$ cat config.mk
export PLATFORM = sky130hd
export DESIGN_NAME = amp_run_seq
export DESIGN_NICKNAME = d
export VERILOG_FILES = /design/src/rtl/amp_seq_pkg.sv /design/src/rtl/amp_seq_timer.sv /design/src/rtl/amp_seq_cfg.sv /design/src/rtl/amp_seq_fsm.sv /design/src/rtl/amp_run_seq.sv
export SDC_FILE = /design/constraint.sdc
export NUM_CORES = 1
export LEC_CHECK = 0
export BUFFER_PORTS_ARGS = -buffer_cell sky130_fd_sc_hd__buf_2
export CAP_MARGIN = 20
export CORE_UTILIZATION = 42
export DETAILED_ROUTE_END_ITERATION = 12
export PLACE_DENSITY = 0.66
export SETUP_SLACK_MARGIN = 0.4
export SLEW_MARGIN = 20
export SYNTH_ARGS = -nofsm -noshare
export SYNTH_HDL_FRONTEND = slang
export SYNTH_SLANG_ARGS = --single-unit
$ cat constraint.sdc
create_clock -name clk_i -period 3.1 [get_ports clk_i]
set_input_delay 0.465 -clock clk_i [delete_from_list [all_inputs] [get_ports clk_i]]
set_output_delay 0.465 -clock clk_i [all_outputs]
set_load 0.02 [all_outputs]
$ cat src/rtl/amp_seq_pkg.sv
package amp_seq_pkg;
  typedef enum logic [7:0] {
    ST_RESET   = 8'h01,
    ST_INIT    = 8'h02,
    ST_MUTED   = 8'h04,
    ST_SSTART  = 8'h08,
    ST_RUN     = 8'h10,
    ST_SSTOP   = 8'h20,
    ST_PDOWN   = 8'h40,
    ST_RECOVER = 8'h80
  } run_state_e;
endpackage

$ cat src/rtl/amp_seq_timer.sv
module amp_seq_timer #(
  parameter int CNT_W = 8
) (
  input  logic             clk_i,
  input  logic             rst_ni,
  input  logic             clr_i,
  input  logic [CNT_W-1:0] limit_i,
  output logic             done_o
);
  logic [CNT_W-1:0] cnt_q;

  always_ff @(posedge clk_i or negedge rst_ni) begin
    if (!rst_ni)    cnt_q <= '0;
    else if (clr_i) cnt_q <= '0;
    else            cnt_q <= cnt_q + CNT_W'(1);
  end

  // last cycle of an interval of limit_i cycles
  assign done_o = (cnt_q == limit_i - CNT_W'(1));
endmodule

$ cat src/rtl/amp_seq_cfg.sv
module amp_seq_cfg #(
  parameter int N_REG = 8,
  parameter int CFG_W = 8,
  localparam int AW   = $clog2(N_REG)
) (
  input  logic             clk_i,
  input  logic             rst_ni,
  input  logic             we_i,
  input  logic [AW-1:0]    addr_i,
  input  logic [CFG_W-1:0] wdata_i,
  output logic [CFG_W-1:0] rdata_o,
  output logic [CFG_W-1:0] vol_o
);
  logic [CFG_W-1:0] regs_q [N_REG];

  for (genvar g = 0; g < N_REG; g++) begin : g_reg
    // register 0 is master volume, defaults to full attenuation
    localparam logic [CFG_W-1:0] DEFV = (g == 0) ? '1 : '0;
    always_ff @(posedge clk_i or negedge rst_ni) begin
      if (!rst_ni)                              regs_q[g] <= DEFV;
      else if (we_i && (addr_i == AW'(g)))      regs_q[g] <= wdata_i;
    end
  end

  always_comb begin
    rdata_o = '0;
    for (int k = 0; k < N_REG; k++)
      if (addr_i == AW'(k)) rdata_o = regs_q[k];
  end

  assign vol_o = regs_q[0];
endmodule

$ cat src/rtl/amp_seq_fsm.sv
module amp_seq_fsm
  import amp_seq_pkg::*;
#(
  parameter int CNT_W       = 24,
  parameter int INIT_CYC    = 225_000,
  parameter int REC_CYC     = 5_000_000,
  parameter int STOP_TO_CYC = 500_000
) (
  input  logic             clk_i,
  input  logic             rst_ni,
  input  logic             pdn_ni,
  input  logic             ramp_done_i,
  input  logic             vol_mute_i,
  input  logic             tmr_done_i,
  output run_state_e       state_o,
  output run_state_e       next_o,
  output logic             tmr_clr_o,
  output logic [CNT_W-1:0] tmr_limit_o
);
  localparam logic [CNT_W-1:0] LIM_INIT = CNT_W'(INIT_CYC);
  localparam logic [CNT_W-1:0] LIM_REC  = CNT_W'(REC_CYC);
  localparam logic [CNT_W-1:0] LIM_STOP = CNT_W'(STOP_TO_CYC);

  run_state_e state_q, state_d;

  always_comb begin
    state_d = state_q;
    unique case (state_q)
      ST_RESET:   if (pdn_ni) state_d = ST_INIT;
      ST_INIT:    if (!pdn_ni)          state_d = ST_SSTOP;
                  else if (tmr_done_i)  state_d = ST_MUTED;
      ST_MUTED:   if (!pdn_ni)          state_d = ST_SSTOP;
                  else if (!vol_mute_i) state_d = ST_SSTART;
      ST_SSTART:  if (!pdn_ni)          state_d = ST_SSTOP;
                  else if (ramp_done_i) state_d = ST_RUN;
      ST_RUN:     if (!pdn_ni)          state_d = ST_SSTOP;
      ST_SSTOP:   if (ramp_done_i || tmr_done_i) state_d = ST_PDOWN;
      ST_PDOWN:   if (pdn_ni) state_d = ST_RECOVER;
      ST_RECOVER: if (!pdn_ni)          state_d = ST_PDOWN;
                  else if (tmr_done_i)  state_d = vol_mute_i ? ST_MUTED : ST_SSTART;
      default:    state_d = ST_RESET;
    endcase
  end

  always_ff @(posedge clk_i or negedge rst_ni) begin
    if (!rst_ni) state_q <= ST_RESET;
    else         state_q <= state_d;
  end

  always_comb begin
    unique case (state_q)
      ST_INIT:    tmr_limit_o = LIM_INIT;
      ST_RECOVER: tmr_limit_o = LIM_REC;
      default:    tmr_limit_o = LIM_STOP;
    endcase
  end

  assign tmr_clr_o = (state_d != state_q);
  assign state_o   = state_q;
  assign next_o    = state_d;
endmodule

$ cat src/rtl/amp_run_seq.sv
module amp_run_seq
  import amp_seq_pkg::*;
#(
  parameter int REF_HZ      = 50_000_000,
  parameter int INIT_US     = 4_500,
  parameter int REC_US      = 100_000,
  parameter int STOP_US     = 10_000,
  parameter int INIT_CYC    = (REF_HZ / 1_000_000) * INIT_US,
  parameter int REC_CYC     = (REF_HZ / 1_000_000) * REC_US,
  parameter int STOP_TO_CYC = (REF_HZ / 1_000_000) * STOP_US,
  parameter int N_REG       = 8,   // >= 2
  parameter int CFG_W       = 8
) (
  input  logic                     clk_i,
  input  logic                     rst_ni,
  input  logic                     pdn_ni,
  input  logic                     ramp_done_i,
  input  logic                     cfg_we_i,
  input  logic [$clog2(N_REG)-1:0] cfg_addr_i,
  input  logic [CFG_W-1:0]         cfg_wdata_i,
  output logic [CFG_W-1:0]         cfg_rdata_o,
  output logic [CFG_W-1:0]         vol_o,
  output logic                     hard_mute_o,
  output logic                     clk_en_o,
  output logic                     logic_en_o,
  output logic                     soft_start_o,
  output logic                     soft_stop_o,
  output logic                     pwm_ss_valid_o,
  output logic                     pwm_valid_o
);
  localparam int MAX_A = (INIT_CYC > REC_CYC) ? INIT_CYC : REC_CYC;
  localparam int MAXC  = (MAX_A > STOP_TO_CYC) ? MAX_A : STOP_TO_CYC;
  localparam int CNT_W = $clog2(MAXC + 1);

  run_state_e       state_q, next_s;
  logic             tmr_clr, tmr_done;
  logic [CNT_W-1:0] tmr_limit;
  logic [CFG_W-1:0] vol_cfg;
  logic             vol_mute, cfg_we, ramping;
  logic             ss_valid_q, valid_q;

  assign vol_mute = (vol_cfg == '1);
  assign cfg_we   = cfg_we_i && (state_q != ST_RESET) && (state_q != ST_PDOWN);

  amp_seq_fsm #(
    .CNT_W(CNT_W), .INIT_CYC(INIT_CYC), .REC_CYC(REC_CYC), .STOP_TO_CYC(STOP_TO_CYC)
  ) u_fsm (
    .clk_i, .rst_ni, .pdn_ni, .ramp_done_i,
    .vol_mute_i (vol_mute),
    .tmr_done_i (tmr_done),
    .state_o    (state_q),
    .next_o     (next_s),
    .tmr_clr_o  (tmr_clr),
    .tmr_limit_o(tmr_limit)
  );

  amp_seq_timer #(.CNT_W(CNT_W)) u_tmr (
    .clk_i, .rst_ni,
    .clr_i  (tmr_clr),
    .limit_i(tmr_limit),
    .done_o (tmr_done)
  );

  amp_seq_cfg #(.N_REG(N_REG), .CFG_W(CFG_W)) u_cfg (
    .clk_i, .rst_ni,
    .we_i   (cfg_we),
    .addr_i (cfg_addr_i),
    .wdata_i(cfg_wdata_i),
    .rdata_o(cfg_rdata_o),
    .vol_o  (vol_cfg)
  );

  // valid flags loaded from next state so they change with the state
  always_ff @(posedge clk_i or negedge rst_ni) begin
    if (!rst_ni) begin
      ss_valid_q <= 1'b0;
      valid_q    <= 1'b0;
    end else begin
      ss_valid_q <= (next_s == ST_MUTED) || (next_s == ST_SSTART) ||
                    (next_s == ST_RUN)   || (next_s == ST_SSTOP);
      valid_q    <= (next_s == ST_RUN);
    end
  end

  assign ramping        = (state_q == ST_SSTART) || (state_q == ST_RUN) || (state_q == ST_SSTOP);
  assign vol_o          = ramping ? vol_cfg : '1;
  assign hard_mute_o    = (state_q == ST_RESET) || (state_q == ST_INIT) ||
                          (state_q == ST_PDOWN) || (state_q == ST_RECOVER);
  assign clk_en_o       = (state_q != ST_PDOWN);
  assign logic_en_o     = (state_q != ST_PDOWN);
  assign soft_start_o   = (state_q == ST_SSTART);
  assign soft_stop_o    = (state_q == ST_SSTOP);
  assign pwm_ss_valid_o = ss_valid_q;
  assign pwm_valid_o    = valid_q;
endmodule

==> results of run 1 <==
-- worst max-delay path by stage --
stage / slack (ns) / start / endpoint / depth (start not counted)
after floorplan: 0.31 / u_fsm.state_o[4]$_DFF_PN0_ / u_tmr.cnt_q[10]$_DFF_PN0_ / 11
after global placement: 0.21 / u_fsm.state_o[4]$_DFF_PN0_ / u_tmr.cnt_q[3]$_DFF_PN0_ / 8
after detailed placement: 0.15 / u_fsm.state_o[4]$_DFF_PN0_ / u_tmr.cnt_q[10]$_DFF_PN0_ / 8
after CTS: 0.33 / u_fsm.state_o[5]$_DFF_PN0_ / u_tmr.cnt_q[0]$_DFF_PN0_ / 8
after global routing: 0.17 / u_fsm.state_o[4]$_DFF_PN0_ / u_tmr.cnt_q[17]$_DFF_PN0_ / 10
final: 0.25 / u_fsm.state_o[4]$_DFF_PN0_ / u_tmr.cnt_q[22]$_DFF_PN0_ / 10
-- layout make-up --
type / count / area [um2]
Inverter: 3 / 11.26
Clock inverter: 3 / 47.55
Sequential cell: 97 / 2446
Multi-Input combinational cell: 360 / 2745
Timing Repair Buffer: 73 / 550.5
Fill cell: 1127 / 5844
Tap cell: 168 / 210.2
Clock buffer: 12 / 256.5
-- timing repair --
item	in CTS	in global routing
endpoints found under the setup margin	42	43
setup buffers	14	3
gates resized for setup	25	10
pin swaps	2	3
hold buffers	0	0
cloned	1	1
-- kinds of logic after synthesis --
logic type      Yosys count  synth area share
compound gates           71           0.09420
xor+xnor                 24           0.04007
fa+ha+maj                 1          0.002385
buf+inv                  35           0.03172
flops                    97            0.4648
mux                      82            0.1777
simple gates            182            0.1891
-- power by group --
part / switching (W) / internal [W] / total, W
clock network: 0.000472 / 0.000670 / 0.00114
logic: 0.000715 / 0.000767 / 0.00148
registers: 0.000296 / 0.00176 / 0.00205
total: 0.00148 / 0.00320 / 0.00468
-- registers in the layout (all words and copies together) (netlist names) --
name and cells:
u_fsm.state_o 8, pwm_ss_valid_o 1, pwm_valid_o 1, u_cfg.regs_q 56, u_cfg.vol_o 8, u_tmr.cnt_q 23
-- cell usage in the layout (no fill, tap or decap), types with 3 or more instances in the layout --
cell,n
o211ai_1,3
nand4_1,11
nor2b_1,8
buf_2,37
nor3_2,4
nor3_1,29
nand2b_1,12
mux2i_1,11
nor2_1,27
xnor2_1,10
inv_1,3
mux2_2,69
nor3b_1,5
or2_2,4
o21ai_0,19
a21oi_1,11
dfstp_2,9
buf_4,28
nor4_1,3
buf_12,4
a22o_1,5
a22oi_1,3
nand2_1,32
a31oi_1,4
nand3_1,15
or4_4,3
and3_1,9
clkbuf_16,10
a21boi_0,3
dfrtp_1,82
xor2_1,14
dfrtp_2,6
-- through the flow --
stage                 util  std cells  total power [W]  hold slack (ns)  area (um2)
global route        0.5175        716         0.004956           0.2219        6267
CTS                 0.5096        712         0.004688           0.1888        6172
floorplan                -        492         0.003023           0.1694        5258
finish              0.5175        716         0.004679           0.1795        6267
global placement    0.4656        682         0.003383           0.4644        5639
detailed placement  0.4656        682         0.003450           0.4723        5639
-- per-layer routing --
layer  global-route usage  up-vias  part of all wire
li1                     -     1900                 -
met5                    0        -                 0
met2               0.3610       79              0.51
met4              0.05702        0            0.0090
met3              0.05685       14             0.033
met1               0.2706     2106              0.45
-- critical path, cell delays in order, from the launching register on --
cell and delay (ns):
dfrtp_2 0.43, or4_4 0.59, nor4b_4 0.33, buf_4 0.16, buf_4 0.10, o221ai_1 0.15
or4_1 0.45, o211a_1 0.15, nand3_1 0.11, buf_12 0.18, nor3_1 0.07
==> run summary, run 1 <==
Root buf cell: clkbuf_16
Post-Route WL: 12,890 um
Post-Syn Area: 5246 um2
Tot GR Track Use: 0.2136
Synth-to-Final Area Change: 19.46%
Hpwl dp: 8599 um
Place WS: 0.1484 ns
Outcome: finished clean
Global route overflow: 0
Number of flops mapped to enable cells by yosys: 0
Class of the worst hold path: primary input to asynchronous set/reset pin
Worst setup margin: 0.2488 ns
R2r endpoint: u_tmr.cnt_q[22]$_DFF_PN0_
Kind of end point of the critical path: flop
Reg2Reg Launch Point: u_fsm.state_o[4]$_DFF_PN0_
Final Critical Period: 2.851 ns
Largest area contributor in the netlist: dfrtp_1
Yosys reg bits: 97
Cell with the most instances after synthesis: dfrtp_1
Fin Clk Skew: 0.005938 ns
Initial core utilization: 0.4332
Initial antenna violation count: 0
Kind of critical path: flop to flop
I/O pins: 39
Synth area leaders: dfrtp_1 (42%), mux2_2 (15%), dfstp_2 (4.5%), nor3_1 (3.1%), xor2_1 (2.3%)
DIE HEIGHT: 113.8 um
Rel. slew slack: 0.4012
Vias/cell: 5.725
Synth warn: 0
Worst-skew pair later-pin latency: 0.35 ns
Post-synthesis instance total: 492
Drt first pass iters: 4
Global-route wire length before repair: 21,320 um
Maximum clock insertion buffer count: 2
Syn avg cell area: 10.66 um2
RSZ-0062 raised after global routing: true
Clock sink total: 97
Seq/Total Area, Yosys: 0.4648
Starting DRT DRC Count: 307
Placer Congestion: 0.8296
Peak supply drop: 0.5818 mV
Share of post-route cells with drive strength above 1: 0.3686
P_leak: 2.620 nW
Final slew viol count: 0
Reg2reg path depth: 10
Ant diodes: 0
Slew of the pin with the lowest slew margin: 0.8900 ns
Final period util: 0.9198
Standard-cell rows: 40
Reg clk slew, reported paths: 0.06 ns
WP data arrival: 3.08 ns
Nets: 561
CP Data Required Time: 3.33 ns
Post-Syn Nets: 509
Vias in the first global route: 4,137
Vias: 4,099
Most frequent cells after synthesis: dfrtp_1 (88), mux2_2 (69), nor3_1 (33)
# setup viols final: 0
Flop2flop setup slack: 0.25 ns
Post-Route Setup TNS: 0 ns
Total CTS buffers: 9
Yosys cell types: 59
Placeable core area: 12,110 um2
Die W: 113.8 um
IO Port Bufs: 38
Drt drc: 0
Routed Antenna Nets: 0
Die ar.: 12,940 um2
WL per Instance: 18.01 um
Critical Path Fanout Max: 23
F_max: 350.7 MHz
Power Density: 746.5 nW/um2
H-tree lvl count: 3
Fin. Hold Viols: 0
Pin count of the biggest net entering global routing: 56
Post-synth ARST share: 1.000
Ys flop type: dfrtp_1
CTS tree: done
MaxCap Viol Count: 0
Post-synth top area share: 0.4197
Crit path launch type: flop
Power figures use the tool's default switching activity.
==> inputs of run 2 (changes only) <==
--- a/config.mk
+++ b/config.mk
@@ -5,13 +5,15 @@
 export SDC_FILE = /design/constraint.sdc
 export NUM_CORES = 1
 export LEC_CHECK = 0
+export ABC_AREA = 1
 export BUFFER_PORTS_ARGS = -buffer_cell sky130_fd_sc_hd__buf_2
 export CAP_MARGIN = 20
-export CORE_UTILIZATION = 42
+export CORE_UTILIZATION = 35
 export DETAILED_ROUTE_END_ITERATION = 12
-export PLACE_DENSITY = 0.66
+export PLACE_DENSITY = 0.58
 export SETUP_SLACK_MARGIN = 0.4
 export SLEW_MARGIN = 20
 export SYNTH_ARGS = -nofsm -noshare
 export SYNTH_HDL_FRONTEND = slang
+export SYNTH_HIERARCHICAL = 1
 export SYNTH_SLANG_ARGS = --single-unit
==> run 2 against run 1 <==
The run now ends with setup timing left. Combinational power grew 44%. Largest cell class unchanged. Hold slack got worse by 0.086 ns. Die area grew 51%. Sequential power is essentially flat. Largest power group is now combinational logic. Critical path depth is 19 higher. First-iteration DRC count rose by 33%. Area after synthesis grew 27%. Cell area increased by 28%.
==> run summary, run 2 <==
Outcome: complete, but fails checks
Failing checks: setup timing
Maximum clock insertion buffer count: 2 (unchanged)
Fin Clk Skew: 0.01040 ns (+0.004463 ns)
IO Port Bufs: 38 (unchanged)
Standard-cell rows: 49 (+23%)
Vias: 5,942 (+45%)
CTS tree: done
Clock power share: 0.214 (-0.030)
Most common cell after layout, fill and taps aside: nand2_1
Total power: 0.005306 W (+13%)
Drt first pass iters: 5 (+1)
Pin count of the biggest net entering global routing: 57 (+1.8%)
Die W: 139.7 um (+23%)
Bufs and invs on worst path: 5 (+2)
WP data arrival: 3.71 ns (+0.63 ns)
Pint: 0.003222 W (+0.82%)
Worst path top cell family by delay: simple AND/OR/NAND/NOR gates
Most frequent cells after synthesis: nand2_1 (236), inv_1 (93), nor2_1 (92)
Post-synthesis instance total: 910 (+85%)
CP Data Required Time: 3.38 ns (+0.05 ns)
Worst path max stage delay: 0.42 ns (-0.17 ns)
MaxCap Viol Count: 0 (unchanged)
Syn avg cell area: 7.294 um2 (-32%)
Kind of end point of the critical path: flop
Placer Congestion: 0.8892 (+7.2%)
Synth-to-Final Area Change: 20.90%
Placeable core area: 18,270 um2 (+51%)
Slew of the pin with the lowest slew margin: 0.7154 ns (-0.1746 ns)
Top flop regs: u_cfg/regs_q: 56 flops, u_tmr/cnt_q: 23 flops
Nets: 1,005 (+79%)
Power share of the combinational group: 0.402 (+0.085)
Vias/cell: 4.867 (-15%)
Routed Antenna Nets: 0 (unchanged)
Clock sink total: 97 (unchanged)
Commonest non-fill, non-tap cells in the layout: nand2_1 (216), dfrtp_1 (87), inv_1 (86)
Critical Path Fanout Max: 10 (-57%)
Synth area leaders: dfrtp_1 (33%), nand2_1 (13%), inv_1 (5.3%), nor2_1 (5.2%), o21ai_0 (4.7%)
Number of flops mapped to enable cells by yosys: 0 (unchanged)
RSZ-0062 raised after global routing: true
Slowest CP cell: dfrtp_1
Crit path launch type: flop
H-tree lvl count: 3 (unchanged)
Reg power frac: 0.383 (-0.056)
Share of post-route cells with drive strength above 1: 0.2974 (-0.07123)
Yosys cell types: 39 (-34%)
Drt drc: 0 (unchanged)
Total CTS buffers: 9 (unchanged)
Rel. slew slack: 0.5224 (+0.1212)
I/O pins: 39 (unchanged)
Ant diodes: 0 (unchanged)
Worst hold slack: 0.09379 ns (-0.08574 ns)
Net Sw Frac: 0.3928 (+0.07585)
Yosys reg bits: 97 (unchanged)
Largest area contributor in the netlist: dfrtp_1
Post-Route WL: 16,630 um (+29%)
Initial antenna violation count: 0 (unchanged)
Tot GR Track Use: 0.1786 (-0.03494)
Die ar.: 19,520 um2 (+51%)
Post-synth top area share: 0.3318 (-0.08798)
Ys flop type: dfrtp_1
Kind of critical path: flop to flop
Global-route wire length before repair: 27,950 um (+31%)
Starting DRT DRC Count: 409 (+33%)
F_max: 291.9 MHz (-17%)
Post-synth ARST share: 1.000 (unchanged)
Worst-skew pair later-pin latency: 0.35 ns (about the same)
WL per Instance: 13.62 um (-24%)
# setup viols final: 25 (+25)
Class of the worst hold path: primary input to asynchronous set/reset pin
P_leak: 3.790 nW (+45%)
Reg clk slew, reported paths: 0.07 ns (about the same)
Final period util: 1.105 (+0.1855)
Final slew viol count: 0 (unchanged)
Global route overflow: 0 (unchanged)
Power Density: 661.2 nW/um2 (-11%)
Sw Pwr: 0.002084 W (+41%)
Final Critical Period: 3.426 ns (+0.5750 ns)
Vias in the first global route: 5,602 (+35%)
Cell with the most instances after synthesis: nand2_1
Fin. Hold Viols: 0 (unchanged)
Peak supply drop: 0.4928 mV (-15%)
Hpwl dp: 12,010 um (+40%)
Root buf cell: clkbuf_16
Largest Register: u_cfg/regs_q
DIE HEIGHT: 139.7 um (+23%)
Layout Utilization: 0.4393 (-0.07820)
Initial core utilization: 0.3633 (-0.06985)
Max FFs per register: 56 (unchanged)
Synth warn: 6 (+6)
Post-Syn Area: 6638 um2 (+27%)
Seq/Total Area, Yosys: 0.3674 (-0.09743)
Worst setup margin: -0.3262 ns (-0.5750 ns)
## run 2: metal layers
layer / GRT usage / share of wire
met2: 0.2905 / 0.47
met3: 0.03235 / 0.038
met1: 0.2431 / 0.48
met4: 0.04800 / 0.015
met5: 0 / 0
## run 2: cell type report
cell class	instances	area, um2
clock buffers	11	232.7
inverters	108	422.9
repair buffers	105	757.0
flip-flops and latches	97	2440
repair inverters	1	7.507
clock inverters	5	62.56
well taps	229	286.5
multi-input cells	665	3816
fillers	1904	10240
## run 2: worst paths after layout
path	from	endpoint	slack (ns)	cells past startpoint
setup / recovery	u_fsm/state_o[3]$_DFF_PN0_	u_tmr/cnt_q[21]$_DFF_PN0_	-0.33	29
hold / removal	rst_ni	u_tmr/cnt_q[2]$_DFF_PN0_	0.09	1
setup reg to reg	u_fsm/state_o[3]$_DFF_PN0_	u_tmr/cnt_q[21]$_DFF_PN0_	-0.33	29
hold reg to reg	u_cfg/regs_q[6]$_DFFE_PN0P_	u_cfg/regs_q[6]$_DFFE_PN0P_	0.48	2
max in group asynchronous	rst_ni	u_cfg/vol_o[2]$_DFFE_PN1P_	2.26	2
min in group clk_i	u_cfg/regs_q[6]$_DFFE_PN0P_	u_cfg/regs_q[6]$_DFFE_PN0P_	0.48	2
## run 2: cell families (layout without fill, tap and decap cells)
group | after synthesis | after routing | synth area share
flops | 97 | 97 | 0.3674
fa+ha+maj | 2 | 2 | 0.003769
buf+inv | 155 | 230 | 0.1101
compound gates | 117 | 117 | 0.1008
simple gates | 516 | 517 | 0.3883
other cells | 1 | 7 | 0.0005650
xor+xnor | 22 | 22 | 0.02903
## run 2: power by group through the flow
stage | combinational (W) | sequential, W | clock [W]
floorplan | 0.00154 | 0.00196 | 0
global placement | 0.00189 | 0.00205 | 0
detailed placement | 0.00191 | 0.00205 | 0
CTS | 0.00210 | 0.00204 | 0.00117
global route | 0.00240 | 0.00210 | 0.00122
finish | 0.00213 | 0.00203 | 0.00114
## run 2: repair_timing
action	in CTS	in global routing
hold buffers	0	0
endpoints found under the setup margin	30	30
buffers inserted	6	6
pin swaps	15	11
gates resized for setup	58	37
gates cloned	2	0
## run 2: through the flow
| step | area, um2 | std cells | setup WS, ns | setup TNS, ns |
|---|---|---|---|---|
| 4_1_cts | 7858 | 1215 | -0.2600 | -4.877 |
| 3_5_place_dp | 7303 | 1191 | -0.3319 | -6.140 |
| 5_1_grt | 8025 | 1221 | -0.5667 | -12.73 |
| 6_report | 8025 | 1221 | -0.3262 | -6.378 |
| 3_3_place_gp | 7303 | 1191 | -0.2657 | -4.701 |
| 2_1_floorplan | 6751 | 916 | -0.09984 | -1.022 |
==> inputs of run 3 (changes only) <==
--- a/config.mk
+++ b/config.mk
@@ -10,6 +10,7 @@
 export CAP_MARGIN = 20
 export CORE_UTILIZATION = 35
 export DETAILED_ROUTE_END_ITERATION = 12
+export GPL_TIMING_DRIVEN = 0
 export PLACE_DENSITY = 0.58
 export SETUP_SLACK_MARGIN = 0.4
 export SLEW_MARGIN = 20
==> run 3 against run 2 <==
The run still ends with setup timing left. Clock-buffer cell count fell by 1. Sequential power barely moved. Combinational power rose by 13%. Highest routed layer unchanged. Clock skew fell by 0.0034 ns. First-iteration DRC count fell by 18%. Routed wire length rose by 0.91%. Worst setup slack got worse by 0.14 ns. Hold slack got worse by 0.085 ns. Register-to-register slack got worse by 0.14 ns.
==> run summary, run 3 (synthesis gave the netlist of run 2 again) <==
Synth-to-Final Area Change: 22.66%
Placeable core area: 18,270 um2 (unchanged)
Tot GR Track Use: 0.1769 (-0.001742)
Die ar.: 19,520 um2 (unchanged)
Kind of end point of the critical path: flop
Drt first pass iters: 5 (unchanged)
Flop2flop setup slack: -0.47 ns (-0.14 ns)
Sw Pwr: 0.002166 W (+3.9%)
Top flop regs: u_cfg/regs_q: 56 flops, u_tmr/cnt_q: 23 flops
Root buf cell: clkbuf_16
Initial core utilization: 0.3633 (unchanged)
Final Critical Period: 3.567 ns (+0.1403 ns)
Drt drc: 0 (unchanged)
Initial antenna violation count: 0 (unchanged)
Worst-skew pair later-pin latency: 0.35 ns (about the same)
Critical Path Fanout Max: 8 (-2)
WL per Instance: 13.58 um (-0.32%)
Final slew viol count: 0 (unchanged)
Pin count of the biggest net entering global routing: 64 (+12%)
Total CTS buffers: 9 (unchanged)
Post-Route WL: 16,780 um (+0.91%)
WP data arrival: 3.85 ns (+0.14 ns)
Final period util: 1.150 (+0.04527)
Share of post-route cells with drive strength above 1: 0.3208 (+0.02338)
Standard-cell rows: 49 (unchanged)
Most used cell, CP: nand2_2
Total power: 0.005593 W (+5.4%)
Clock sink total: 97 (unchanged)
Worst setup margin: -0.4665 ns (-0.1403 ns)
Commonest non-fill, non-tap cells in the layout: nand2_1 (215), inv_1 (85), dfrtp_1 (83)
Reg2Reg Launch Point: u_fsm/state_o[3]$_DFF_PN0_
Nets: 1,020 (+1.5%)
Class of the worst hold path: primary input to asynchronous set/reset pin
Place WS: -0.9008 ns (-0.5689 ns)
MaxCap Viol Count: 0 (unchanged)
CTS tree: done
DIE HEIGHT: 139.7 um (unchanged)
Pint: 0.003427 W (+6.4%)
Hpwl dp: 12,330 um (+2.6%)
Peak supply drop: 0.4962 mV (+0.69%)
CP Data Required Time: 3.39 ns (about the same)
Routed Antenna Nets: 0 (unchanged)
R2r endpoint: u_tmr/cnt_q[12]$_DFF_PN0_
Worst path max stage delay: 0.47 ns (+0.05 ns)
Hold_buf cts: 0 (unchanged)
P_leak: 3.827 nW (+0.97%)
Power Density: 687.0 nW/um2 (+3.9%)
Reg2reg path depth: 28 (-3.4%)
Layout Utilization: 0.4456 (+0.006369)
Placed cell areas: 7262 um2 (-0.57%)
IO Port Bufs: 38 (unchanged)
Kind of critical path: flop to flop
Power share of the combinational group: 0.432 (+0.030)
Vias: 5,923 (-0.32%)
Crit path launch type: flop
Slowest CP cell: dfrtp_2
Reg clk slew, reported paths: 0.07 ns (about the same)
Maximum clock insertion buffer count: 2 (unchanged)
Most common cell after layout, fill and taps aside: nand2_1
Max FFs per register: 56 (unchanged)
F_max: 280.4 MHz (-3.9%)
RSZ-0062 raised after global routing: true
Reg power frac: 0.365 (-0.018)
Global route overflow: 0 (unchanged)
Finished Cell Area: 8142 um2 (+1.4%)
Clock power share: 0.203 (-0.011)
Fin Clk Skew: 0.006951 ns (-0.003449 ns)
I/O pins: 39 (unchanged)
Largest Register: u_cfg/regs_q
Starting DRT DRC Count: 334 (-18%)
# setup viols final: 25 (unchanged)
Outcome: complete, but fails checks
Die W: 139.7 um (unchanged)
Placer Congestion: 0.9015 (+1.4%)
Net Sw Frac: 0.3872 (-0.005510)
Failing checks: setup timing
H-tree lvl count: 3 (unchanged)
Global-route wire length before repair: 27,610 um (-1.2%)
Vias in the first global route: 5,507 (-1.7%)
Vias/cell: 4.792 (-1.5%)
Ant diodes: 0 (unchanged)
Fin. Hold Viols: 0 (unchanged)
[run 3: stage by stage]
| step | std cells | hold slack, ns | TNS [ns] |
|---|---|---|---|
| after floorplan | 916 | 0.1694 | -1.022 |
| after global placement | 1183 | 0.4644 | -19.66 |
| after detailed placement | 1184 | 0.3833 | -19.17 |
| after CTS | 1221 | 0.01040 | -10.52 |
| after global routing | 1236 | 0.02760 | -16.54 |
| final | 1236 | 0.009041 | -9.590 |
[run 3: repair_timing]
action / CTS / global route
buffers inserted: 19 / 15
setup endpoints to repair: 31 / 31
cloned: 2 / 0
pin swaps: 32 / 39
resized for setup: 51 / 45
[run 3: area by class of cell]
cell class / instances / area, um2
Buffer: 47 / 357.8
Clock buffer: 10 / 239.0
Clock inverter: 6 / 67.56
Fill cell: 1860 / 10130
Inverter: 108 / 424.2
Multi-Input combinational cell: 664 / 3802
Sequential cell: 97 / 2445
Tap cell: 229 / 286.5
Timing Repair Buffer: 75 / 519.2
[run 3: worst max path at each step]
stage / startpoint / end / slack, ns / depth (start not counted)
floorplan: u_fsm/state_o[0]$_DFF_PN1_ / u_tmr/cnt_q[9]$_DFF_PN0_ / -0.1 / 32
global placement: u_fsm/state_o[0]$_DFF_PN1_ / u_tmr/cnt_q[9]$_DFF_PN0_ / -0.92 / 30
detailed placement: u_fsm/state_o[0]$_DFF_PN1_ / u_tmr/cnt_q[9]$_DFF_PN0_ / -0.90 / 30
CTS: u_fsm/state_o[0]$_DFF_PN1_ / u_tmr/cnt_q[19]$_DFF_PN0_ / -0.49 / 30
global route: u_fsm/state_o[2]$_DFF_PN0_ / u_tmr/cnt_q[12]$_DFF_PN0_ / -0.73 / 30
finish: u_fsm/state_o[3]$_DFF_PN0_ / u_tmr/cnt_q[12]$_DFF_PN0_ / -0.47 / 28
[run 3: worst max-delay path, delay by kind of cell, from the launching register on]
kind	cells	cell delay (ns)
DFF	1	0.47
xor gates and xnor gates	1	0.18
buffers and inverters	6	0.70
and+or+nand+nor	19	1.76
AOI/OAI and AO/OA	2	0.36
[run 3: power groups by stage]
stage | Clock [W] | Sequential [W] | Combinational (W)
4_1_cts | 0.00118 | 0.00203 | 0.00226
5_1_grt | 0.00122 | 0.00209 | 0.00269
3_5_place_dp | 0 | 0.00205 | 0.00195
2_1_floorplan | 0 | 0.00196 | 0.00154
6_report | 0.00114 | 0.00204 | 0.00241
3_3_place_gp | 0 | 0.00206 | 0.00193
[run 3: layer usage]
metal / part of all wire / wire length (um) / track usage / vias up
li1: - / - / - / 3108
met1: 0.48 / 8117 / 0.2401 / 2692
met2: 0.47 / 7823 / 0.2897 / 102
met3: 0.030 / 502 / 0.01996 / 21
met4: 0.020 / 340 / 0.06478 / 0
met5: 0 / 0 / 0 / -
